[src/rtl/udc_pkg.sv]
package udc_pkg;
  localparam int REG_W      = 8;
  localparam int BIT_RUN    = 7;
  localparam int BIT_CMPIE  = 6;
  localparam int BIT_WRAPIE = 5;
  localparam int BIT_CMPF   = 4;
  localparam int BIT_OVF    = 3;
  localparam int BIT_UDF    = 2;
  localparam int NUM_FLAGS  = 3;
  localparam int FLAG_LSB   = BIT_UDF;

  typedef enum logic [1:0] {
    DIR_NONE = 2'b00,
    DIR_DOWN = 2'b01,
    DIR_UP   = 2'b10
  } dir_e;

  // packed so that bit 2 = compare, bit 1 = overflow, bit 0 = underflow
  typedef struct packed {
    logic cmp;
    logic ovf;
    logic udf;
  } evt_t;

  typedef struct packed {
    logic run;
    logic cmp_ie;
    logic wrap_ie;
  } ctrl_t;
endpackage

[src/rtl/udc_step.sv]
module udc_step
  import udc_pkg::*;
#(
  parameter int WIDTH = 8
) (
  input  logic             run,
  input  logic             up,
  input  logic             down,
  input  logic [WIDTH-1:0] cnt,
  input  logic [WIDTH-1:0] cmp_val,
  input  logic [WIDTH-1:0] rld_val,
  output logic [WIDTH-1:0] cnt_nxt,
  output logic             counted,
  output dir_e             dir_nxt,
  output evt_t             evt
);
  localparam logic [WIDTH-1:0] CNT_MAX = {WIDTH{1'b1}};
  localparam logic [WIDTH-1:0] CNT_MIN = '0;
  localparam logic [WIDTH-1:0] ONE     = {{(WIDTH-1){1'b0}}, 1'b1};

  logic step_up, step_dn;

  always_comb begin
    step_up = run & up & ~down;
    step_dn = run & down & ~up;
    cnt_nxt = cnt;
    evt     = '0;
    if (step_up) begin
      if (cnt == CNT_MAX) begin
        cnt_nxt = rld_val;
        evt.ovf = 1'b1;
      end else begin
        cnt_nxt = cnt + ONE;
      end
    end else if (step_dn) begin
      if (cnt == CNT_MIN) begin
        cnt_nxt = rld_val;
        evt.udf = 1'b1;
      end else begin
        cnt_nxt = cnt - ONE;
      end
    end
    counted = step_up | step_dn;
    evt.cmp = counted & (cnt_nxt == cmp_val);
    dir_nxt = step_up ? DIR_UP : DIR_DOWN;
  end
endmodule

[src/rtl/udc_count_reg.sv]
module udc_count_reg
  import udc_pkg::*;
#(
  parameter int WIDTH = 8
) (
  input  logic             clk,
  input  logic             rst,
  input  logic             counted,
  input  logic [WIDTH-1:0] cnt_nxt,
  input  dir_e             dir_nxt,
  output logic [WIDTH-1:0] cnt_q,
  output dir_e             dir_q
);
  always_ff @(posedge clk) begin
    if (rst) begin
      cnt_q <= '0;
      dir_q <= DIR_NONE;
    end else if (counted) begin
      cnt_q <= cnt_nxt;
      dir_q <= dir_nxt;
    end
  end
endmodule

[src/rtl/udc_status_reg.sv]
module udc_status_reg
  import udc_pkg::*;
(
  input  logic                   clk,
  input  logic                   rst,
  input  logic                   wr_en,
  input  logic [REG_W-1:FLAG_LSB] wr_data,
  input  evt_t                   evt,
  output ctrl_t                  ctrl_q,
  output logic [NUM_FLAGS-1:0]   flag_q
);
  logic [NUM_FLAGS-1:0] hw_set;
  assign hw_set = evt;

  always_ff @(posedge clk) begin
    if (rst) begin
      ctrl_q <= '0;
    end else if (wr_en) begin
      ctrl_q.run     <= wr_data[BIT_RUN];
      ctrl_q.cmp_ie  <= wr_data[BIT_CMPIE];
      ctrl_q.wrap_ie <= wr_data[BIT_WRAPIE];
    end
  end

  for (genvar i = 0; i < NUM_FLAGS; i++) begin : g_flag
    logic keep;
    assign keep = ~wr_en | wr_data[FLAG_LSB + i];
    always_ff @(posedge clk) begin
      if (rst) flag_q[i] <= 1'b0;
      else     flag_q[i] <= hw_set[i] | (flag_q[i] & keep);
    end
  end
endmodule

[src/rtl/udc_channel.sv]
module udc_channel
  import udc_pkg::*;
#(
  parameter int WIDTH = 8
) (
  input  logic             clk,
  input  logic             rst,
  input  logic             cnt_up_i,
  input  logic             cnt_dn_i,
  input  logic [WIDTH-1:0] cmp_val_i,
  input  logic [WIDTH-1:0] rld_val_i,
  input  logic             reg_wr_i,
  input  logic [REG_W-1:0] reg_wdata_i,
  output logic [REG_W-1:0] reg_rdata_o,
  output logic [WIDTH-1:0] count_o,
  output logic             irq_o
);
  logic [WIDTH-1:0]     cnt_q, cnt_nxt;
  logic                 counted;
  dir_e                 dir_q, dir_nxt;
  evt_t                 evt;
  ctrl_t                ctrl_q;
  logic [NUM_FLAGS-1:0] flag_q;
  logic                 unused_dir_wr;

  assign unused_dir_wr = ^reg_wdata_i[FLAG_LSB-1:0];

  udc_step #(.WIDTH(WIDTH)) u_step (
    .run     (ctrl_q.run),
    .up      (cnt_up_i),
    .down    (cnt_dn_i),
    .cnt     (cnt_q),
    .cmp_val (cmp_val_i),
    .rld_val (rld_val_i),
    .cnt_nxt (cnt_nxt),
    .counted (counted),
    .dir_nxt (dir_nxt),
    .evt     (evt)
  );

  udc_count_reg #(.WIDTH(WIDTH)) u_cnt (
    .clk     (clk),
    .rst     (rst),
    .counted (counted),
    .cnt_nxt (cnt_nxt),
    .dir_nxt (dir_nxt),
    .cnt_q   (cnt_q),
    .dir_q   (dir_q)
  );

  udc_status_reg u_stat (
    .clk     (clk),
    .rst     (rst),
    .wr_en   (reg_wr_i),
    .wr_data (reg_wdata_i[REG_W-1:FLAG_LSB]),
    .evt     (evt),
    .ctrl_q  (ctrl_q),
    .flag_q  (flag_q)
  );

  assign reg_rdata_o = {ctrl_q.run, ctrl_q.cmp_ie, ctrl_q.wrap_ie, flag_q, dir_q};
  assign count_o     = cnt_q;
  assign irq_o       = (flag_q[2] & ctrl_q.cmp_ie) |
                       ((flag_q[1] | flag_q[0]) & ctrl_q.wrap_ie);
endmodule

[config.mk]
export PLATFORM = sky130hd
export DESIGN_NAME = udc_channel
export DESIGN_NICKNAME = d
export VERILOG_FILES = /design/src/rtl/udc_pkg.sv /design/src/rtl/udc_step.sv /design/src/rtl/udc_count_reg.sv /design/src/rtl/udc_status_reg.sv /design/src/rtl/udc_channel.sv
export SDC_FILE = /design/constraint.sdc
export NUM_CORES = 1
export LEC_CHECK = 0
export BUFFER_PORTS_ARGS = -buffer_cell sky130_fd_sc_hd__buf_2
export CORE_MARGIN = 2
export CORE_UTILIZATION = 49
export CTS_CLUSTER_SIZE = 24
export DETAILED_ROUTE_END_ITERATION = 8
export HOLD_SLACK_MARGIN = 0.06
export PLACE_DENSITY = 0.84
export RECOVER_POWER = 100
export SYNTH_ARGS = -nofsm -noshare
export SYNTH_HDL_FRONTEND = slang
export SYNTH_SLANG_ARGS = --single-unit
[constraint.sdc]
create_clock -name clk -period 3.35 [get_ports clk]
set_input_delay 0.5025 -clock clk [delete_from_list [all_inputs] [get_ports clk]]
set_output_delay 0.5025 -clock clk [all_outputs]
set_load 0.02 [all_outputs]
==> results.ini, run 1 <==
[status]
status=finished, final reports clean

[synthesis]
syn_avg_cell_area_um2=7.66
synth_ff_type=dfxtp_1
synthesis.area_um2=1270
ys_seq_elements=16
synth_edf_count=0
yosys.area_share.simple=0.308
synth_top_family_by_area=simple AND/OR/NAND/NOR gates
synthDistinctLibCells=49
ys_warn_count=0
synth_xor_xnor_area_share=0.0620
postSynthNetCount=198
syn_inst=166
synth-compound-area-share=0.271
synthAdderAreaFrac=0.0295
synth_seq_area_share=0.252
async_reset_ff_frac=0
synthMuxAreaShare=0.0236

[critical_path]
crit_required_ps=3560
crit_type=flip-flop to flip-flop
timing.rr.start=u_cnt.cnt_q[2]
r2r_cells=7
cp_max_fo=13
startpoint=u_cnt.cnt_q[2]
cp-end-kind=flip-flop
critPathLaunchType=flip-flop
worstPathArrival_ps=3140

[grt]
overflow=0
grt_pass1_vias=1143
antenna_found_initial=0
grt_max_degree=16
globalRouteTotalUtil=0.231
grt_first_pass_wirelength_um=5000

[hold_path]
min_path_cells=3
min-delay-path-class=primary input to flip-flop
hold_start=reg_wdata_i[5]

[clock_tree]
cts_setup_buffers=0
numCtsBuffers=3
cts_hold_buf=0
ctsRootBufferMaster=clkbuf_4
postCtsResizedCells=0
clkSinkCount=16
clock_latency_ps=290
htreeDepth=1
clk_pin_slew_ps=90
cts_tree=built
clockBufferDepth=2

[placed_design]
port_buffers=43
gp_congestion=0.948
dp_cells=229
dp_hpwl_um=2640
pre_cts_slack_ps=590

[cells_and_area]
nets=236
final_cells=233
area_growth_pct=16.4
drive_gt1_frac=0.158
diodes=0

[routing]
highest_layer=met4
routed_via_density=6.04
met2_length_um=1660
met1_length_um=1410
vias=1407
first_iter_violations=46
drcViolationCount=0
routedWlPerCell_um=14.2
met3_length_um=224
postRouteAntennaNets=0
dr.pass1.iters=4
drt_wl_total_um=3310

[pwr]
p_leak_nw=0.579
power.density_nw_per_um2=308
vdd_ir_drop_max_uv=318

[floorplanning]
die_h_um=54.9
start_util=0.513
coreArea_um2=2480
die-area_um2=3020
ios=46
die_w_um=54.9
row_count=18

[timing]
slew_violations=0
fin_crit_ps=2930
skew_ps=2.31
tightest_slew_ps=523
tns_ps=0
slew_headroom=0.651
setup_slack_ps=416
fmax_ghz=0.341
rsz0062_at_grt=no
fin_crit_sh=0.876
setup_viol=0
finalHoldViolCount=0

[job]
drv_cap=0

==> cell usage after synthesis, types with 3 or more instances <==
cell type  number  area, µm²
o21ai_0        10       50.1
inv_1           7       26.3
nand3_1         9       45.0
o211ai_1        3       22.5
nor2_1         12       45.0
dfxtp_1        16        320
nand2_1        13       48.8
nand4_1         6       37.5
ha_1            3       37.5
and2_1          3       18.8
mux2i_1         3       30.0
nor3_1          6       30.0
clkbuf_1        8       30.0
a21oi_1        11       55.1
xor2_1          5       43.8
xnor2_1         4       35.0
==> kinds of logic (layout without fill, tap and decap cells) <==
family | count (synthesis) | in the layout
simple gates | 70 | 70
compound gates | 48 | 48
buf+inv | 17 | 54
flops | 16 | 16
xor+xnor | 9 | 9
fa+ha+maj | 3 | 3
mux | 3 | 3
==> area by class of cell <==
cell class              count  area (µm²)
fillers                   254         997
multi-input cells         133         867
flip-flops and latches     16         320
repair buffers             43         193
well taps                  30        37.5
clock buffers               4        36.3
inverters                   7        26.3
==> through the flow <==
stage	total power [mW]	hold WS, ps	util	cell area, µm²
final	0.455	454	0.597	1480
after global routing	0.484	460	0.597	1480
after CTS	0.460	453	0.613	1520
after detailed placement	0.336	478	0.598	1480
after global placement	0.335	478	0.598	1480
after floorplan	0.296	556	-	1270
==> worst max-delay path, cell delays in order, from the launching register on <==
cell       delay, ps
dfxtp_1          460
or4_1            620
or4_4            580
a21oi_1          270
nor3_1           100
a2111oi_2        430
nand4_1          140
o31ai_1          240
==> worst paths after layout <==
path / slack (ps) / endpoint
setup / recovery: 420 / u_stat.flag_q[2]
hold / removal: 450 / u_stat.ctrl_q[0]
setup reg to reg: 420 / u_stat.flag_q[2]
hold reg to reg: 500 / u_cnt.dir_q[1]
==> state kept, by name, summed over array words and instances (netlist names) <==
name	cells
u_cnt.cnt_q	8
u_stat.ctrl_q	3
u_stat.flag_q	3
u_cnt.dir_q	2
==> power by group <==
group	internal (mW)	switching (mW)	leakage, nW
clock network	0.0662	0.0603	0.0210
logic	0.0509	0.0645	0.428
registers	0.198	0.0159	0.130
total	0.315	0.141	0.579
==> layout by cell type (no fill, tap or decap), types with 3 or more instances in the layout <==
cell and n:
clkbuf_1 18, xor2_1 5, o21ai_0 10, nand4_1 6, nor2_1 12, nand3_1 9, nor3_1 6, clkbuf_4 3
a21oi_1 12, inv_1 7, mux2i_1 3, xnor2_1 4, ha_1 3, or4_1 3, o211ai_1 3, dfxtp_1 16
buf_2 25, nand2_1 13
==> metal layers <==
layer,vias to the layer above,track usage
li1,702,-
met1,646,0.316
met2,57,0.367
met3,2,0.0591
met4,0,0.0488
met5,-,0
(Power assumes the default switching activity.)
==> inputs of run 2 (changes only) <==
Settings changed: BUFFER_PORTS_ARGS -buffer_cell sky130_fd_sc_hd__buf_2 to unset, CORE_UTILIZATION 49 to 58, DONT_BUFFER_PORTS set to 1, PLACE_DENSITY 0.84 to 0.78.
==> run 2 against run 1 <==
  * First-iteration DRC count rose by 39%
  * Non-clock buffer count fell by 36
  * Global-route usage is 7.1 points higher
  * Flip-flop and latch count did not move
  * Clock-buffer cell count decreased by 1
  * Critical path depth unchanged
  * Register-to-register slack better by 40 ps
  * Maximum frequency is 1.2% higher
  * Final cell count fell by 17%
  * Clock power fell by 21%
  * Die area fell by 14%
==> results.ini, run 2 (synthesized netlist as in run 1, its figures left out) <==
[routing]
highest_layer=met4
met1_length_um=1370
routedWlPerCell_um=18.5
met3_length_um=414
postRouteAntennaNets=0
drcViolationCount=0
vias=1312
first_iter_violations=64
drt_wl_total_um=3580
routed_via_density=6.80
dr.pass1.iters=4
met2_length_um=1720

[cells_and_area]
area_growth_pct=3.15
final_util=0.649
final_cells=193
largestRegisters=u_cnt.cnt_q: 8 flops, u_stat.ctrl_q: 3 flops, u_stat.flag_q: 3 flops
top_register=u_cnt.cnt_q
final_area_um2=1310
nets=200
mostFrequentLayoutCells=dfxtp_1 (16), nand2_1 (13), nor2_1 (12)
diodes=0
final_common_cell=dfxtp_1
largest_reg_flops=8
drive_gt1_frac=0.0482

[floorplanning]
ios=46
start_util=0.629
die-area_um2=2580
row_count=16
die_w_um=50.8
coreArea_um2=2020
die_h_um=50.8

[status]
status=finished, final reports clean

[critical_path]
cpMostUsedCell=or4_1
slowest_delay_ps=670
rrSetupSlack_ps=450
crit_required_ps=3560
crit_buf_inv=0
crit_chain=or4_1, or4_1, a21oi_4, nor3_1, a2111oi_2, nand4_1, o31ai_1
crit_family=simple AND/OR/NAND/NOR gates
worstPathArrival_ps=3110
critPathLaunchType=flip-flop
cp-end-kind=flip-flop
cp_max_fo=12
slowest_stage=or4_1
crit_type=flip-flop to flip-flop

[grt]
antenna_found_initial=0
grt_first_pass_wirelength_um=5930
grt_max_degree=16
grt_pass1_vias=1281
globalRouteTotalUtil=0.302
overflow=0

[job]
drv_cap=0

[timing]
tightest_slew_ps=673
finalHoldViolCount=0
fin_crit_ps=2900
rsz0062_at_grt=no
slew_headroom=0.551
setup_viol=0
fin_crit_sh=0.865
fmax_ghz=0.345
slew_violations=0
hold_ws_ps=267
skew_ps=9.68
tns_ps=0

[clock_tree]
postCtsResizedCells=0
cts_hold_buf=0
ctsRootBufferMaster=clkbuf_4
clkSinkCount=16
numCtsBuffers=3
clk_pin_slew_ps=90
htreeDepth=1
cts_tree=built
clockBufferDepth=2
clock_latency_ps=290
cts_setup_buffers=0

[hold_path]
min-delay-path-class=primary input to flip-flop

[pwr]
power.density_nw_per_um2=310
vdd_ir_drop_max_uv=279
p_leak_nw=0.468

[placed_design]
place_area_um2=1320
gp_congestion=0.938
dp_hpwl_um=2810
port_buffers=0
dp_cells=190

-- run 2: changes by cell type in the layout (fill, tap and decap cells not counted), sizes merged --
cell and delta:
buf -23, clkbuf -14
-- run 2: worst reg2reg max path: cells and delay by family (launching register included) --
kind,cells,cell delay [ps]
AO/OA/AOI/OAI,3,810
flip-flops,1,510
AND/OR/NAND/NOR,4,1500
-- run 2: worst paths after layout --
path,end,startpoint,cells past startpoint
worst min register to register,u_cnt.dir_q[1],u_cnt.dir_q[1],2
worst max-delay path,u_stat.flag_q[2],u_cnt.cnt_q[3],7
worst max register to register,u_stat.flag_q[2],u_cnt.cnt_q[3],7
worst min-delay path,u_cnt.cnt_q[5],rst,1
-- run 2: power by group --
group | switching (mW) | internal, mW | leakage, nW
logic | 0.0527 | 0.0397 | 0.324
clock network | 0.0574 | 0.0418 | 0.0138
registers | 0.0172 | 0.198 | 0.130
-- run 2: layout make-up --
type                       count  area [µm²]
tap                           27        33.8
multi-input combinational    133         875
fill                         198         711
clock buffer                   3        22.5
timing repair buffer           7        33.8
inverter                       7        26.3
sequential                    16         320
-- run 2: metal layers --
| metal | up-vias | global-route usage |
|---|---|---|
| met1 | 598 | 0.369 |
| li1 | 627 | - |
| met2 | 78 | 0.496 |
| met5 | - | 0 |
| met4 | 0 | 0.0901 |
| met3 | 9 | 0.111 |
-- run 2: stage by stage --
| step | power, mW | setup slack [ps] |
|---|---|---|
| 2_1_floorplan | 0.296 | 858 |
| 3_3_place_gp | 0.312 | 626 |
| 3_5_place_dp | 0.315 | 607 |
| 4_1_cts | 0.412 | 569 |
| 5_1_grt | 0.429 | 254 |
| 6_report | 0.406 | 451 |
==> inputs of run 3 (changes only) <==
Settings changed: CORE_MARGIN 2 to unset, GPL_ROUTABILITY_DRIVEN set to 0.
==> run 3 against run 2 <==
  * Final area increased by 1.0%
  * Clock-buffer cell count is 1 higher
  * Flip-flop and latch count did not move
  * First-iteration DRC count down 20%
  * Register-to-register slack got worse by 80 ps
  * Global-route usage up 0.40 points
  * Final cell count unchanged
  * Via count increased by 0.46%
  * Clock power is 28% higher
  * Worst setup slack worse by 79 ps
  * Sequential power is essentially flat
  * Critical endpoint unchanged
==> results.ini, run 3 (synthesized netlist as in run 1, its figures left out) <==
[status]
status=finished, final reports clean

[floorplanning]
coreArea_um2=2000
die_w_um=48.8
row_count=16
ios=46
die-area_um2=2380
start_util=0.635
die_h_um=48.8

[pwr]
p_sw_frac=0.300
power.density_nw_per_um2=329
p_leak_nw=0.473
p_clk_frac=0.292
combPwrFrac=0.216
seq_power_share=0.492
vdd_ir_drop_max_uv=346
power.internal_mw=0.305
power_switching_mw=0.131

[critical_path]
cp-end-kind=flip-flop
r2r_cells=10
crit_required_ps=3560
crit_type=flip-flop to flip-flop
critPathLaunchType=flip-flop
crit_chain=clkbuf_1, inv_1, ha_1, nor3b_1, a21oi_1, o31a_1, nor3_1, a2111oi_2, nand4_1, o31ai_1
slowest_stage=a21oi_1
cp_max_fo=7
crit_cells=10
crit_family=compound AO/OA/AOI/OAI gates
slowest_delay_ps=460
worstPathArrival_ps=3190
crit_buf_inv=2

[hold_path]
min-delay-path-class=primary input to flip-flop
min_path_cells=1

[cells_and_area]
area_growth_pct=4.23
largest_reg_flops=8
final_util=0.662
top_register=u_cnt.cnt_q
mostFrequentLayoutCells=dfxtp_1 (16), nand2_1 (13), nor2_1 (12)
nets=199
final_common_cell=dfxtp_1
largestRegisters=u_cnt.cnt_q: 8 flops, u_stat.ctrl_q: 3 flops, u_stat.flag_q: 3 flops
fillers=188
drive_gt1_frac=0.0602
diodes=0
final_cells=193

[clock_tree]
postCtsResizedCells=0
cts_tree=built
clk_pin_slew_ps=90
numCtsBuffers=3
clock_latency_ps=290
htreeDepth=1
clkSinkCount=16
cts_setup_buffers=0
clockBufferDepth=2
cts_hold_buf=0
ctsRootBufferMaster=clkbuf_4

[grt]
overflow=0
grt_max_degree=16
grt-busiest-layer=met2
grt_use_met3=0.0997
grt_first_pass_wirelength_um=5720
antenna_found_initial=0
grt_use_met2=0.498
globalRouteTotalUtil=0.306
grt_use_met1=0.389
grt_pass1_vias=1239

[timing]
rsz0062_at_grt=no
setup_viol=0
hold_ws_ps=272
slew_headroom=0.551
fin_crit_sh=0.889
fmax_ghz=0.336
tns_ps=0
finalHoldViolCount=0
skew_ps=2.79
fin_crit_ps=2980
tightest_slew_ps=674
slew_violations=0

[routing]
dr.pass1.iters=4
routed_via_density=6.83
drt_wl_total_um=3400
routedWlPerCell_um=17.6
postRouteAntennaNets=0
drcViolationCount=0
first_iter_violations=51
vias=1318

[placed_design]
dp_hpwl_um=2670
dp_cells=189
port_buffers=0

[job]
drv_cap=0

==> run 3: cell counts in the layout (fill, tap and decap cells not counted) <==
No cell type changed its count.
==> run 3: power groups by stage <==
stage / combinational (mW) / clock [mW] / sequential, mW
floorplan: 0.0785 / 0 / 0.217
finish: 0.0941 / 0.127 / 0.214
detailed placement: 0.0952 / 0 / 0.219
CTS: 0.0954 / 0.129 / 0.214
global placement: 0.0921 / 0 / 0.218
global route: 0.106 / 0.136 / 0.216
==> run 3: per-layer routing <==
metal,vias to the layer above,wire (µm)
met5,-,0
met4,0,59
met3,10,335
met2,71,1600
met1,609,1400
li1,628,-
==> run 3: area by class of cell <==
type                    instances  area [µm²]  area share
repair buffers                  6        30.0      0.0227
well taps                      27        33.8      0.0255
flip-flops and latches         16         320       0.242
clock buffers                   4        36.3      0.0274
inverters                       7        26.3      0.0198
multi-input cells             133         878       0.663
==> run 3: final timing paths <==
| kind | slack [ps] | from | to |
|---|---|---|---|
| worst min-delay path | 270 | rst | u_cnt.cnt_q[6] |
| worst min register to register | 610 | u_stat.flag_q[0] | u_stat.flag_q[0] |
| worst max register to register | 370 | u_cnt.cnt_q[1] | u_stat.flag_q[2] |
| worst max-delay path | 370 | u_cnt.cnt_q[1] | u_stat.flag_q[2] |
==> run 3: per-stage QoR <==
step	power (mW)	setup WS (ps)	instance area, µm²
6_report	0.436	373	1330
3_3_place_gp	0.311	530	1310
4_1_cts	0.439	499	1340
5_1_grt	0.457	130	1330
2_1_floorplan	0.296	858	1270
3_5_place_dp	0.314	510	1310
